**config.mk**
```make
export PLATFORM = sky130hd
export DESIGN_NAME = clb_split_lut
export DESIGN_NICKNAME = d
export VERILOG_FILES = /design/src/rtl/clb_split_pkg.sv /design/src/rtl/clb_cfg_regs.sv /design/src/rtl/clb_lut_read.sv /design/src/rtl/clb_out_stage.sv /design/src/rtl/clb_split_lut.sv
export SDC_FILE = /design/constraint.sdc
export NUM_CORES = 1
export LEC_CHECK = 0
export ABC_AREA = 1
export BUFFER_PORTS_ARGS = -buffer_cell sky130_fd_sc_hd__buf_4
export CAP_MARGIN = 10
export CORE_ASPECT_RATIO = 2
export CORE_MARGIN = 2
export CORE_UTILIZATION = 50
export DETAILED_ROUTE_END_ITERATION = 7
export PLACE_DENSITY = 0.78
export SYNTH_ARGS = -nofsm -noshare
export SYNTH_HDL_FRONTEND = slang
export SYNTH_HIERARCHICAL = 1
export SYNTH_SLANG_ARGS = --single-unit
```
**constraint.sdc**
```tcl
create_clock -name clk -period 1.6 [get_ports clk]
set_input_delay 0.08 -clock clk [delete_from_list [all_inputs] [get_ports clk]]
set_output_delay 0.08 -clock clk [all_outputs]
set_load 0.01 [all_outputs]
```
**src/rtl/clb_split_pkg.sv**
```systemverilog
package clb_split_pkg;
  localparam int LUT_IN    = 5;
  localparam int LUT_BITS  = 1 << LUT_IN;
  localparam int HALF_IN   = LUT_IN - 1;
  localparam int SHARED_IN = HALF_IN - 1;

  typedef enum logic [1:0] {
    PICK_IN3 = 2'd0,
    PICK_IN4 = 2'd1,
    PICK_QX  = 2'd2,
    PICK_QY  = 2'd3
  } pick_e;

  // packed MSB first: y_reg is bit 6, split is bit 0
  typedef struct packed {
    logic  y_reg;
    logic  x_reg;
    pick_e g_pick;
    pick_e f_pick;
    logic  split;
  } clb_ctrl_t;

  localparam int CTRL_W = $bits(clb_ctrl_t);
endpackage

```
**src/rtl/clb_cfg_regs.sv**
```systemverilog
module clb_cfg_regs
  import clb_split_pkg::*;
#(
  parameter int CFG_AW = 2
) (
  input  logic                clk,
  input  logic                rst_n,
  input  logic                cfg_we,
  input  logic [CFG_AW-1:0]   cfg_addr,
  input  logic [LUT_BITS-1:0] cfg_wdata,
  output logic [LUT_BITS-1:0] table_q,
  output clb_ctrl_t           ctrl_q
);
  localparam logic [CFG_AW-1:0] TABLE_ADDR = CFG_AW'(0);
  localparam logic [CFG_AW-1:0] CTRL_ADDR  = CFG_AW'(1);

  always_ff @(posedge clk or negedge rst_n) begin
    if (!rst_n) begin
      table_q <= '0;
      ctrl_q  <= '0;
    end else if (cfg_we) begin
      if (cfg_addr == TABLE_ADDR) table_q <= cfg_wdata;
      if (cfg_addr == CTRL_ADDR)  ctrl_q  <= clb_ctrl_t'(cfg_wdata[CTRL_W-1:0]);
    end
  end
endmodule

```
**src/rtl/clb_lut_read.sv**
```systemverilog
module clb_lut_read
  import clb_split_pkg::*;
(
  input  logic [LUT_BITS-1:0] table_q,
  input  clb_ctrl_t           ctrl_q,
  input  logic [LUT_IN-1:0]   lin,
  input  logic                q_x,
  input  logic                q_y,
  output logic                f_out,
  output logic                g_out
);
  logic [HALF_IN-1:0] f_idx, g_idx;

  function automatic logic pick_src(pick_e sel, logic [LUT_IN-1:0] v,
                                    logic qa, logic qb);
    case (sel)
      PICK_IN3: return v[3];
      PICK_IN4: return v[4];
      PICK_QX:  return qa;
      default:  return qb;
    endcase
  endfunction

  always_comb begin
    f_idx = {pick_src(ctrl_q.f_pick, lin, q_x, q_y), lin[SHARED_IN-1:0]};
    g_idx = {pick_src(ctrl_q.g_pick, lin, q_x, q_y), lin[SHARED_IN-1:0]};
    if (ctrl_q.split) begin
      f_out = table_q[{1'b0, f_idx}];
      g_out = table_q[{1'b1, g_idx}];
    end else begin
      f_out = table_q[lin];
      g_out = table_q[lin];
    end
  end
endmodule

```
**src/rtl/clb_out_stage.sv**
```systemverilog
module clb_out_stage #(
  parameter int LANES = 2
) (
  input  logic             clk,
  input  logic             rst_n,
  input  logic             ce,
  input  logic [LANES-1:0] comb_in,
  input  logic [LANES-1:0] reg_sel,
  output logic [LANES-1:0] q_out,
  output logic [LANES-1:0] pin_out
);
  for (genvar i = 0; i < LANES; i++) begin : g_lane
    always_ff @(posedge clk or negedge rst_n) begin
      if (!rst_n)  q_out[i] <= 1'b0;
      else if (ce) q_out[i] <= comb_in[i];
    end
    assign pin_out[i] = reg_sel[i] ? q_out[i] : comb_in[i];
  end
endmodule

```
**src/rtl/clb_split_lut.sv**
```systemverilog
module clb_split_lut
  import clb_split_pkg::*;
#(
  parameter int CFG_AW = 2
) (
  input  logic                clk,
  input  logic                rst_n,
  input  logic [LUT_IN-1:0]   lin,
  input  logic                ce,
  input  logic                cfg_we,
  input  logic [CFG_AW-1:0]   cfg_addr,
  input  logic [LUT_BITS-1:0] cfg_wdata,
  output logic                f_out,
  output logic                g_out,
  output logic                x_out,
  output logic                y_out
);
  logic [LUT_BITS-1:0] table_q;
  clb_ctrl_t           ctrl_q;
  logic                q_x, q_y;
  logic [1:0]          q_vec, pin_vec;

  clb_cfg_regs #(.CFG_AW(CFG_AW)) u_cfg (
    .clk(clk), .rst_n(rst_n), .cfg_we(cfg_we), .cfg_addr(cfg_addr),
    .cfg_wdata(cfg_wdata), .table_q(table_q), .ctrl_q(ctrl_q)
  );

  clb_lut_read u_read (
    .table_q(table_q), .ctrl_q(ctrl_q), .lin(lin), .q_x(q_x), .q_y(q_y),
    .f_out(f_out), .g_out(g_out)
  );

  clb_out_stage #(.LANES(2)) u_out (
    .clk(clk), .rst_n(rst_n), .ce(ce),
    .comb_in({g_out, f_out}),
    .reg_sel({ctrl_q.y_reg, ctrl_q.x_reg}),
    .q_out(q_vec), .pin_out(pin_vec)
  );

  assign q_x   = q_vec[0];
  assign q_y   = q_vec[1];
  assign x_out = pin_vec[0];
  assign y_out = pin_vec[1];
endmodule

```
# --- After elaboration in Yosys (flattened, before gate mapping) ---
# Index checks and enable logic that the tools add are counted.
# W data, S select, Z words.
totals:
  memories: 0
  romBits: 0
  in_bits: 43
  output_inout_bits: 4
  register_bits: 41
  mem_bits_rw: 0
  latchBits: 0
  elab_cells: 33
op_classes:
  bitwise: 0
  n_reduce_logical: 5
  shifts: 0
  magnitude_cmp: 3
  mul: 0
  addsub: 0
  muxes: 12
  n_eq_ne: 5
  n_div: 0
op_table:
  columns: ["op", "count"]
  rows:
  - ["$lt A5 B6 Y1 const B", 2]
  - ["$bmux W1 S4", 2]
  - ["$mux W1", 7]
  - ["$eq A2 B1 Y1 const B", 3]
  - ["$logic_not A2 Y1", 3]
  - ["$lt A4 B6 Y1 const B", 1]
  - ["$pmux W1 S3", 2]
  - ["$bmux W1 S5", 1]
  - ["$eq A2 B2 Y1 const B", 2]
  - ["$reduce_and A2 Y1", 2]

# --- Longest topological paths before layout ---
# Gate-level depths: netlist of run 1.
depth:
  word_depth: 6
  ltp_mapped: 14
  mapped_depth_nobuf: 13

# --- By module ---
# Netlist of run 1, hierarchy kept.
by_module_without_submodules:
  columns: ["mod", "area_per_inst_um2", "cells_each", "instances"]
  rows:
  - ["clb_cfg_regs", 1620.3, 172, 1]
  - ["clb_lut_read", 538.0, 125, 1]
  - ["clb_out_stage", 106.4, 17, 1]

# --- Worst setup path before layout of run 1 ---
# OpenSTA, ideal clock, no wires.
synth_timing:
  path_kind: "reg2out"
  start: "register u_cfg.table_q[3]"
  end: "output x_out"
  slack_ns: 0.382
  stages_incl_launch_ff: 13
  path_buffers: 0
  required_ns: 1.520
  t_arrival_ns: 1.138
  cell_sequence: "dfrtp_1 inv_1 nand2_1 nand3_1 nand3_1 nand2_1 nand2_1 nand3_1 nand2_1 nand2_1 nand2_1 nand2_1 nand2_1"
synth_via:
  elab_chain_len: 4
synth_rtl:
  columns: ["item", "line", "rtl"]
  rows:
  - ["start: declaration", "clb_cfg_regs.sv:11", "output logic [LUT_BITS-1:0] table_q,"]
  - ["start signal: assignment", "clb_cfg_regs.sv:22", "if (cfg_addr == TABLE_ADDR) table_q <= cfg_wdata;"]
  - ["$bmux W1 S5 / $bmux W1 S4 (equally long branches)", "clb_lut_read.sv:31, clb_lut_read.sv:28", null]
  - ["$mux W1 (on tied branches)", "clb_lut_read.sv:31, clb_lut_read.sv:28", null]
  - ["$mux W1 (*)", "clb_lut_read.sv:27", "if (ctrl_q.split) begin"]
  - ["named net f_out", "clb_split_lut.sv:13", "output logic f_out,"]
  - ["$mux W1 (*)", "clb_out_stage.sv:17", "assign pin_out[i] = reg_sel[i] ? q_out[i] : comb_in[i];"]
  - ["end: declaration", "clb_split_lut.sv:15", "output logic x_out,"]
# Mark *: on every way through the listed nets, which the timed path passes. The rest lies on a longest branch. The select of a mux whose other input is x is not followed.

# --- Worst setup path in the final report of run 1 ---
layout_timing:
  start: "register u_cfg.table_q[7]"
  end: "output y_out"
layout_via:
  elab_chain_len: 4
layout_rtl:
  columns: ["item", "line", "rtl"]
  rows:
  - ["$bmux W1 S5", "clb_lut_read.sv:32", "g_out = table_q[lin];"]
  - ["$mux W1 (not written as such)", "clb_lut_read.sv:32", null]
  - ["$mux W1", "clb_lut_read.sv:27", null]
  - ["$mux W1", "clb_out_stage.sv:17", null]
  - ["end: declaration", "clb_split_lut.sv:16", "output logic y_out"]
# Every way passes these cells. The select of a mux whose other input is x is not followed.

==> results of run 1 <==
per-layer routing:
| metal | global-route usage, % | vias to the layer above | part of all wire (%) |
|---|---|---|---|
| li1 | - | 1062 | - |
| met1 | 25.3 | 968 | 38 |
| met2 | 38.8 | 51 | 57 |
| met3 | 3.15 | 10 | 3.3 |
| met4 | 7.09 | 0 | 2.0 |
| met5 | 0 | - | 0 |
synth_stat cells:
cell type                  number
sky130_fd_sc_hd__nand4_1        7
sky130_fd_sc_hd__nand3_1       56
sky130_fd_sc_hd__nand3_4        1
sky130_fd_sc_hd__nand2_4        1
sky130_fd_sc_hd__buf_4          4
sky130_fd_sc_hd__o21ai_0        2
sky130_fd_sc_hd__a21oi_1        2
sky130_fd_sc_hd__nor2_8         1
sky130_fd_sc_hd__buf_6          7
sky130_fd_sc_hd__o211ai_1       2
sky130_fd_sc_hd__inv_4          1
sky130_fd_sc_hd__clkbuf_2       1
sky130_fd_sc_hd__buf_2          4
sky130_fd_sc_hd__inv_1         32
sky130_fd_sc_hd__dfrtp_1       41
sky130_fd_sc_hd__nand2_1      152
sequential cells by signal, indices dropped and copies added, names as in the netlist:
register	cells
u_cfg/ctrl_q	7
u_cfg/table_q	32
u_out/q_out	2
cell families (layout without fill, tap and decap cells):
logic type	count (synthesis)	in the layout	share of synthesized area [%]
AND/OR/NAND/NOR	218	218	41.7
buffers and inverters	49	92	11.5
flip-flops	41	41	45.3
AO/OA/AOI/OAI	6	6	1.55
power by group through the flow:
stage / Clock [mW] / Sequential (mW) / Combinational [mW]
3_3_place_gp: 0 / 1.34 / 0.610
4_1_cts: 0.734 / 1.32 / 0.647
6_report: 0.717 / 1.32 / 0.668
3_5_place_dp: 0 / 1.34 / 0.623
5_1_grt: 0.787 / 1.34 / 0.772
2_1_floorplan: 0 / 1.30 / 0.425
per-stage QoR:
stage               TNS, ps  hold WS (ps)
floorplan                 0          -216
global placement          0          79.3
detailed placement        0          75.1
CTS                    -129          14.0
global route           -736          21.1
finish                 -133          15.6
layout make-up:
| cell class | count | area, sq um | share of cell area [%] |
|---|---|---|---|
| Clock buffer | 7 | 96.3 | 3.55 |
| Inverter | 33 | 126 | 4.66 |
| Clock inverter | 1 | 5.00 | 0.184 |
| Timing Repair Buffer | 51 | 397 | 14.6 |
| Sequential cell | 41 | 1030 | 37.8 |
| Tap cell | 54 | 67.6 | 2.49 |
| Multi-Input combinational cell | 224 | 996 | 36.7 |
worst paths after layout:
path,end,from,slack [ps],cells after the start
setup / recovery,y_out,u_cfg/table_q[7]$_DFFE_PN0P_,-70,13
hold / removal,u_out/q_out[1]$_DFFE_PN0P_,ce,20,3
setup reg to reg,u_out/q_out[1]$_DFFE_PN0P_,u_cfg/table_q[7]$_DFFE_PN0P_,290,12
hold reg to reg,u_cfg/ctrl_q[4]$_DFFE_PN0P_,u_cfg/ctrl_q[4]$_DFFE_PN0P_,470,2
max in group asynchronous,u_cfg/ctrl_q[4]$_DFFE_PN0P_,rst_n,950,2
min in group asynchronous,u_cfg/table_q[20]$_DFFE_PN0P_,rst_n,300,2
critical path: stages, from the launching register on:
cell	delay, ps
sky130_fd_sc_hd__dfrtp_1	390
sky130_fd_sc_hd__inv_1	80
sky130_fd_sc_hd__nand2_1	50
sky130_fd_sc_hd__nand3_1	70
sky130_fd_sc_hd__nand3_1	60
sky130_fd_sc_hd__nand2_1	90
sky130_fd_sc_hd__nand2_1	60
sky130_fd_sc_hd__nand3_1	60
sky130_fd_sc_hd__nand2_1	60
sky130_fd_sc_hd__nand2_2	70
sky130_fd_sc_hd__nand2_2	80
sky130_fd_sc_hd__nand2_2	60
sky130_fd_sc_hd__nand2_2	50
sky130_fd_sc_hd__buf_6	110
timing repair:
action,4_1_cts,5_1_grt
gates resized for setup,5,4
setup buffers,0,2
gates cloned,0,0
setup endpoints to repair,3,4
pin swaps,17,12
hold buffers,1,0
hold endpoints to repair,41,0
==> results.json, run 1 <==
{
  "area_enclosed_by_the_die_boundary_sq_um": 5120,
  "final_critical_path_required_period_ps": 1670,
  "synth.net_count": 357,
  "grt_max_degree": 42,
  "report.power.total_mw": 2.70,
  "power_density_nw_per_um2": 997,
  "fin_crit_sh_pct": 104,
  "tritoncts_num_sinks": 41,
  "kind_of_path_behind_the_tightest_hold_check": "in2reg",
  "mean_number_of_vias_per_cell": 5.09,
  "postLayoutCellArea_sq_um": 2710,
  "drt_pre_antenna_iters": 4,
  "post-place-cells": 400,
  "share_seq_of_total_power_pct": 48.8,
  "crit_path_max_fanout": 3,
  "fmax_ghz": 0.600,
  "drt_wl_total_mm": 4.81,
  "final_core_util_pct": 62.5,
  "dieHeight_um": 99.2,
  "number_of_global_route_vias_before_repair": 2015,
  "vdd_drop_max_uv": 870,
  "final_cell_mix": "sky130_fd_sc_hd__nand2_1, sky130_fd_sc_hd__nand3_1, sky130_fd_sc_hd__buf_4",
  "max_cap_viol_count": 0,
  "cellInternalPower_mw": 1.89,
  "tightestPinTransition_ps": 493,
  "synth_area_sq_um": 2260,
  "yosys.cell_types.count": 16,
  "antenna_cell_count": 0,
  "grt_util_all_layers_pct": 21.5,
  "synth.avg_cell_area_sq_um": 7.21,
  "finalHoldViolCount": 0,
  "layout.nets": 399,
  "critPathRequiredTime_ps": 1520,
  "die-width_um": 51.6,
  "synth-warning-count": 6,
  "dpl_cell_area_sq_um": 2560,
  "ctsRootBufferMaster": "sky130_fd_sc_hd__clkbuf_8",
  "failed_checks": "negative setup slack",
  "setup_ws_ps": -67.0,
  "pre_cts_setup_slack_ps": 199,
  "global_placement_routability_congestion": 0.819,
  "synth_top_area_cell": "sky130_fd_sc_hd__dfrtp_1",
  "routed_wire_length_per_instance_um": 11.7,
  "post_route_cells_drive_above_1_share_pct": 19.0,
  "globalRoute.totalOverflow": 0,
  "setup_viol_count_final": 2,
  "yosysTopAreaCellShare_pct": 45.3,
  "fillers": 433,
  "placeableCoreArea_sq_um": 4340,
  "postRouteAntennaNets": 0,
  "worst_case_headroom_to_the_max_slew_limit_pct": 67.1,
  "fraction_of_power_spent_switching_nets_pct": 30.1,
  "largest_buffer_count_on_any_clock_path": 2,
  "startpoint_class_of_the_critical_path": "flop",
  "critPathArrivalTime_ps": 1590,
  "post-dp-hpwl_mm": 3.72,
  "grt_antenna_before_repair": 0,
  "stdcell_count": 411,
  "clk_latency_ps": 280,
  "power.share.combinational_pct": 24.7,
  "timing.setup.critical_path_class": "reg2out",
  "run_status": "finished, violations left",
  "worst_clock_skew_ps": 4.23,
  "timing.critical_path.to_type": "output pin",
  "power.clock.fraction_pct": 26.5,
  "placement.io_buffers": 46,
  "ys_ff_latch": 41,
  "remaining_drc_errors": 0,
  "drc_marker_count_from_the_first_detailed_route_iteration": 43,
  "synthesis.instances": 314,
  "power_leakage_nw": 1.56,
  "rsz0062_at_grt": "yes",
  "ios": 47,
  "first_pass_grt_wire_length_mm": 8.55,
  "num_cts_buffers": 5,
  "initial_utilization_pct": 52.2,
  "syn_to_final_growth_pct": 19.8,
  "h-tree-depth": 2,
  "switching_power_mw": 0.813,
  "synth_seq_area_share_pct": 45.3,
  "final_slew_viol_count": 0,
  "cts_tree": "built",
  "fp-row-count": 34,
  "clkSlewWorstSetupHoldPaths_ps": 70,
  "layout_commonest_cell": "sky130_fd_sc_hd__nand2_1",
  "count_of_vias_placed_by_the_detailed_router": 2091,
  "ys_top_cells_by_area": "sky130_fd_sc_hd__dfrtp_1, sky130_fd_sc_hd__nand2_1, sky130_fd_sc_hd__nand3_1"
}
(Power assumes the default switching activity.)
==> run 2: changes to the inputs <==
PLACE_DENSITY = not set   (was 0.78)
PLACE_DENSITY_LB_ADDON = 0.12   (was not set)
REMOVE_ABC_BUFFERS = 1   (was not set)
SETUP_SLACK_MARGIN = 0.15   (was not set)
==> results.json, run 2 (synthesis gave the netlist of run 1 again) <==
{
  "run_status": "finished, violations left",
  "failed_checks": "negative setup slack",
  "placeableCoreArea_sq_um": 4340,
  "cts_tree": "built",
  "fp-row-count": 34,
  "max_reg_flops": 32,
  "fin_tns_setup_ps": -463,
  "crit_path_max_fanout": 3,
  "max_cap_viol_count": 0,
  "cellInternalPower_mw": 1.86,
  "setup_ws_ps": -149,
  "grt_antenna_before_repair": 0,
  "r2r.worst_path.cells": 13,
  "worstHoldPathCells": 3,
  "worst_clock_skew_ps": 6.40,
  "power.clock.fraction_pct": 24.0,
  "final_core_util_pct": 64.1,
  "area_enclosed_by_the_die_boundary_sq_um": 5120,
  "switching_power_mw": 0.850,
  "clkSlewWorstSetupHoldPaths_ps": 70,
  "initial_utilization_pct": 52.2,
  "first_pass_grt_wire_length_mm": 8.85,
  "remaining_drc_errors": 0,
  "timing.setup.critical_path_class": "reg2out",
  "met1Wirelength_mm": 1.96,
  "power.share.combinational_pct": 27.5,
  "critPathRequiredTime_ps": 1520,
  "ctsRootBufferMaster": "sky130_fd_sc_hd__clkbuf_8",
  "finalHoldViolCount": 0,
  "globalRoute.totalOverflow": 0,
  "rsz0062_at_grt": "yes",
  "reg2reg_slack_ps": 150,
  "drt_wl_total_mm": 5.20,
  "antenna_cell_count": 0,
  "startpoint_class_of_the_critical_path": "flop",
  "kind_of_path_behind_the_tightest_hold_check": "in2reg",
  "vdd_drop_max_uv": 624,
  "fraction_of_power_spent_switching_nets_pct": 31.4,
  "setup_viol_count_final": 4,
  "worstReg2RegStart": "u_cfg/table_q[6]$_DFFE_PN0P_",
  "worst_case_headroom_to_the_max_slew_limit_pct": 65.0,
  "timing.critical_path.max_delay_family": "simple AND/OR/NAND/NOR gates",
  "timing.critical_path.slowest_cell_delay_ps": 390,
  "tightestPinTransition_ps": 525,
  "post-dp-hpwl_mm": 3.77,
  "regToRegEndpoint": "u_out/q_out[0]$_DFFE_PN0P_",
  "timing.hold.ws_ps": 10.0,
  "critPathArrivalTime_ps": 1670,
  "dieHeight_um": 99.2,
  "stdcell_count": 420,
  "count_of_vias_placed_by_the_detailed_router": 2139,
  "mean_number_of_vias_per_cell": 5.09,
  "grt_max_degree": 42,
  "fmax_ghz": 0.572,
  "post_route_cells_drive_above_1_share_pct": 22.1,
  "critical_path.slowest_cell": "sky130_fd_sc_hd__dfrtp_1",
  "largest_registers_ranked_by_flip_flop_count": "u_cfg/table_q (32), u_cfg/ctrl_q (7), u_out/q_out (2)",
  "drc_marker_count_from_the_first_detailed_route_iteration": 60,
  "tritoncts_num_sinks": 41,
  "worst_path_cell_chain": "inv_1, nand2_1, nand3_1, nand3_1, nand2_2, buf_4, nand3_1, nand3_1, nand2_4, nand2_1, nand2_1, buf_6",
  "num_cts_buffers": 5,
  "timing.critical_path.to_type": "output pin",
  "die-width_um": 51.6,
  "report.power.total_mw": 2.71,
  "critical_path.most_common_cell": "sky130_fd_sc_hd__nand3_1",
  "share_seq_of_total_power_pct": 48.5,
  "drt_pre_antenna_iters": 5,
  "postRouteAntennaNets": 0,
  "h-tree-depth": 2,
  "met3WireLength_um": 185,
  "global_placement_routability_congestion": 0.811,
  "placement.io_buffers": 46,
  "power_density_nw_per_um2": 974,
  "top_layer_reached_by_signal_wires": "met4",
  "layout_commonest_cell": "sky130_fd_sc_hd__nand2_1",
  "layout.nets": 408,
  "ios": 47,
  "number_of_global_route_vias_before_repair": 2068,
  "hold_path_startpoint": "cfg_wdata[28]",
  "routed_wire_length_per_instance_um": 12.4,
  "syn_to_final_growth_pct": 22.9,
  "route.met2.wl_mm": 2.89,
  "grt_util_all_layers_pct": 23.0,
  "clk_latency_ps": 300,
  "fin_crit_sh_pct": 109,
  "timing.hold.worst_endpoint": "u_cfg/table_q[28]$_DFFE_PN0P_",
  "registers.top_by_ff_count": "u_cfg/table_q",
  "final_slew_viol_count": 0,
  "largest_buffer_count_on_any_clock_path": 2,
  "final_cell_mix": "sky130_fd_sc_hd__nand2_1, sky130_fd_sc_hd__buf_4, sky130_fd_sc_hd__nand3_1",
  "post-place-cells": 400,
  "worst-path-buf-inv": 3,
  "power_leakage_nw": 1.59,
  "final_critical_path_required_period_ps": 1750
}
run 2: worst max path at each step:
stage / startpoint / end / slack, ps / depth (start not counted)
after detailed placement: u_cfg/table_q[19]$_DFFE_PN0P_ / y_out / 160 / 13
after global routing: u_cfg/table_q[27]$_DFFE_PN0P_ / x_out / -270 / 13
after floorplan: u_cfg/table_q[3]$_DFFE_PN0P_ / x_out / 380 / 12
final: u_cfg/table_q[22]$_DFFE_PN0P_ / y_out / -150 / 12
after CTS: u_cfg/table_q[22]$_DFFE_PN0P_ / y_out / -120 / 13
after global placement: u_cfg/table_q[19]$_DFFE_PN0P_ / y_out / 180 / 13
run 2: tightest hold or removal path, delay by kind of cell:
kind                   cells  cell delay [ps]
buffers and inverters      1               70
and+or+nand+nor            2              120
run 2: per-stage QoR:
step	instance area, sq um	worst slack [ps]
floorplan	2130	383
global placement	2560	185
detailed placement	2560	155
CTS	2680	-119
global route	2780	-268
finish	2780	-149
run 2: what timing repair did:
| action | in CTS | in global routing |
|---|---|---|
| setup buffers | 1 | 10 |
| resized for setup | 6 | 11 |
| hold endpoints to repair | 41 | 0 |
| setup endpoints to repair | 4 | 6 |
| pin swaps | 17 | 15 |
| hold buffers | 1 | 0 |
run 2: final cells by class:
type | instances | area [sq um]
repair buffers | 60 | 464
well taps | 54 | 67.6
fillers | 431 | 1560
clock buffers | 8 | 80.1
inverters | 33 | 126
multi-input cells | 224 | 1020
flip-flops and latches | 41 | 1030
run 2: metal layers:
layer | GRT usage [%] | vias up
met4 | 10.9 | 0
met2 | 41.7 | 56
met5 | 0 | -
met3 | 4.35 | 13
met1 | 24.4 | 994
li1 | - | 1076
run 2: power by group through the flow:
stage | combinational (mW) | clock, mW | sequential [mW]
6_report | 0.746 | 0.650 | 1.31
3_3_place_gp | 0.616 | 0 | 1.33
2_1_floorplan | 0.372 | 0 | 1.30
3_5_place_dp | 0.632 | 0 | 1.33
4_1_cts | 0.664 | 0.666 | 1.32
5_1_grt | 0.849 | 0.714 | 1.34
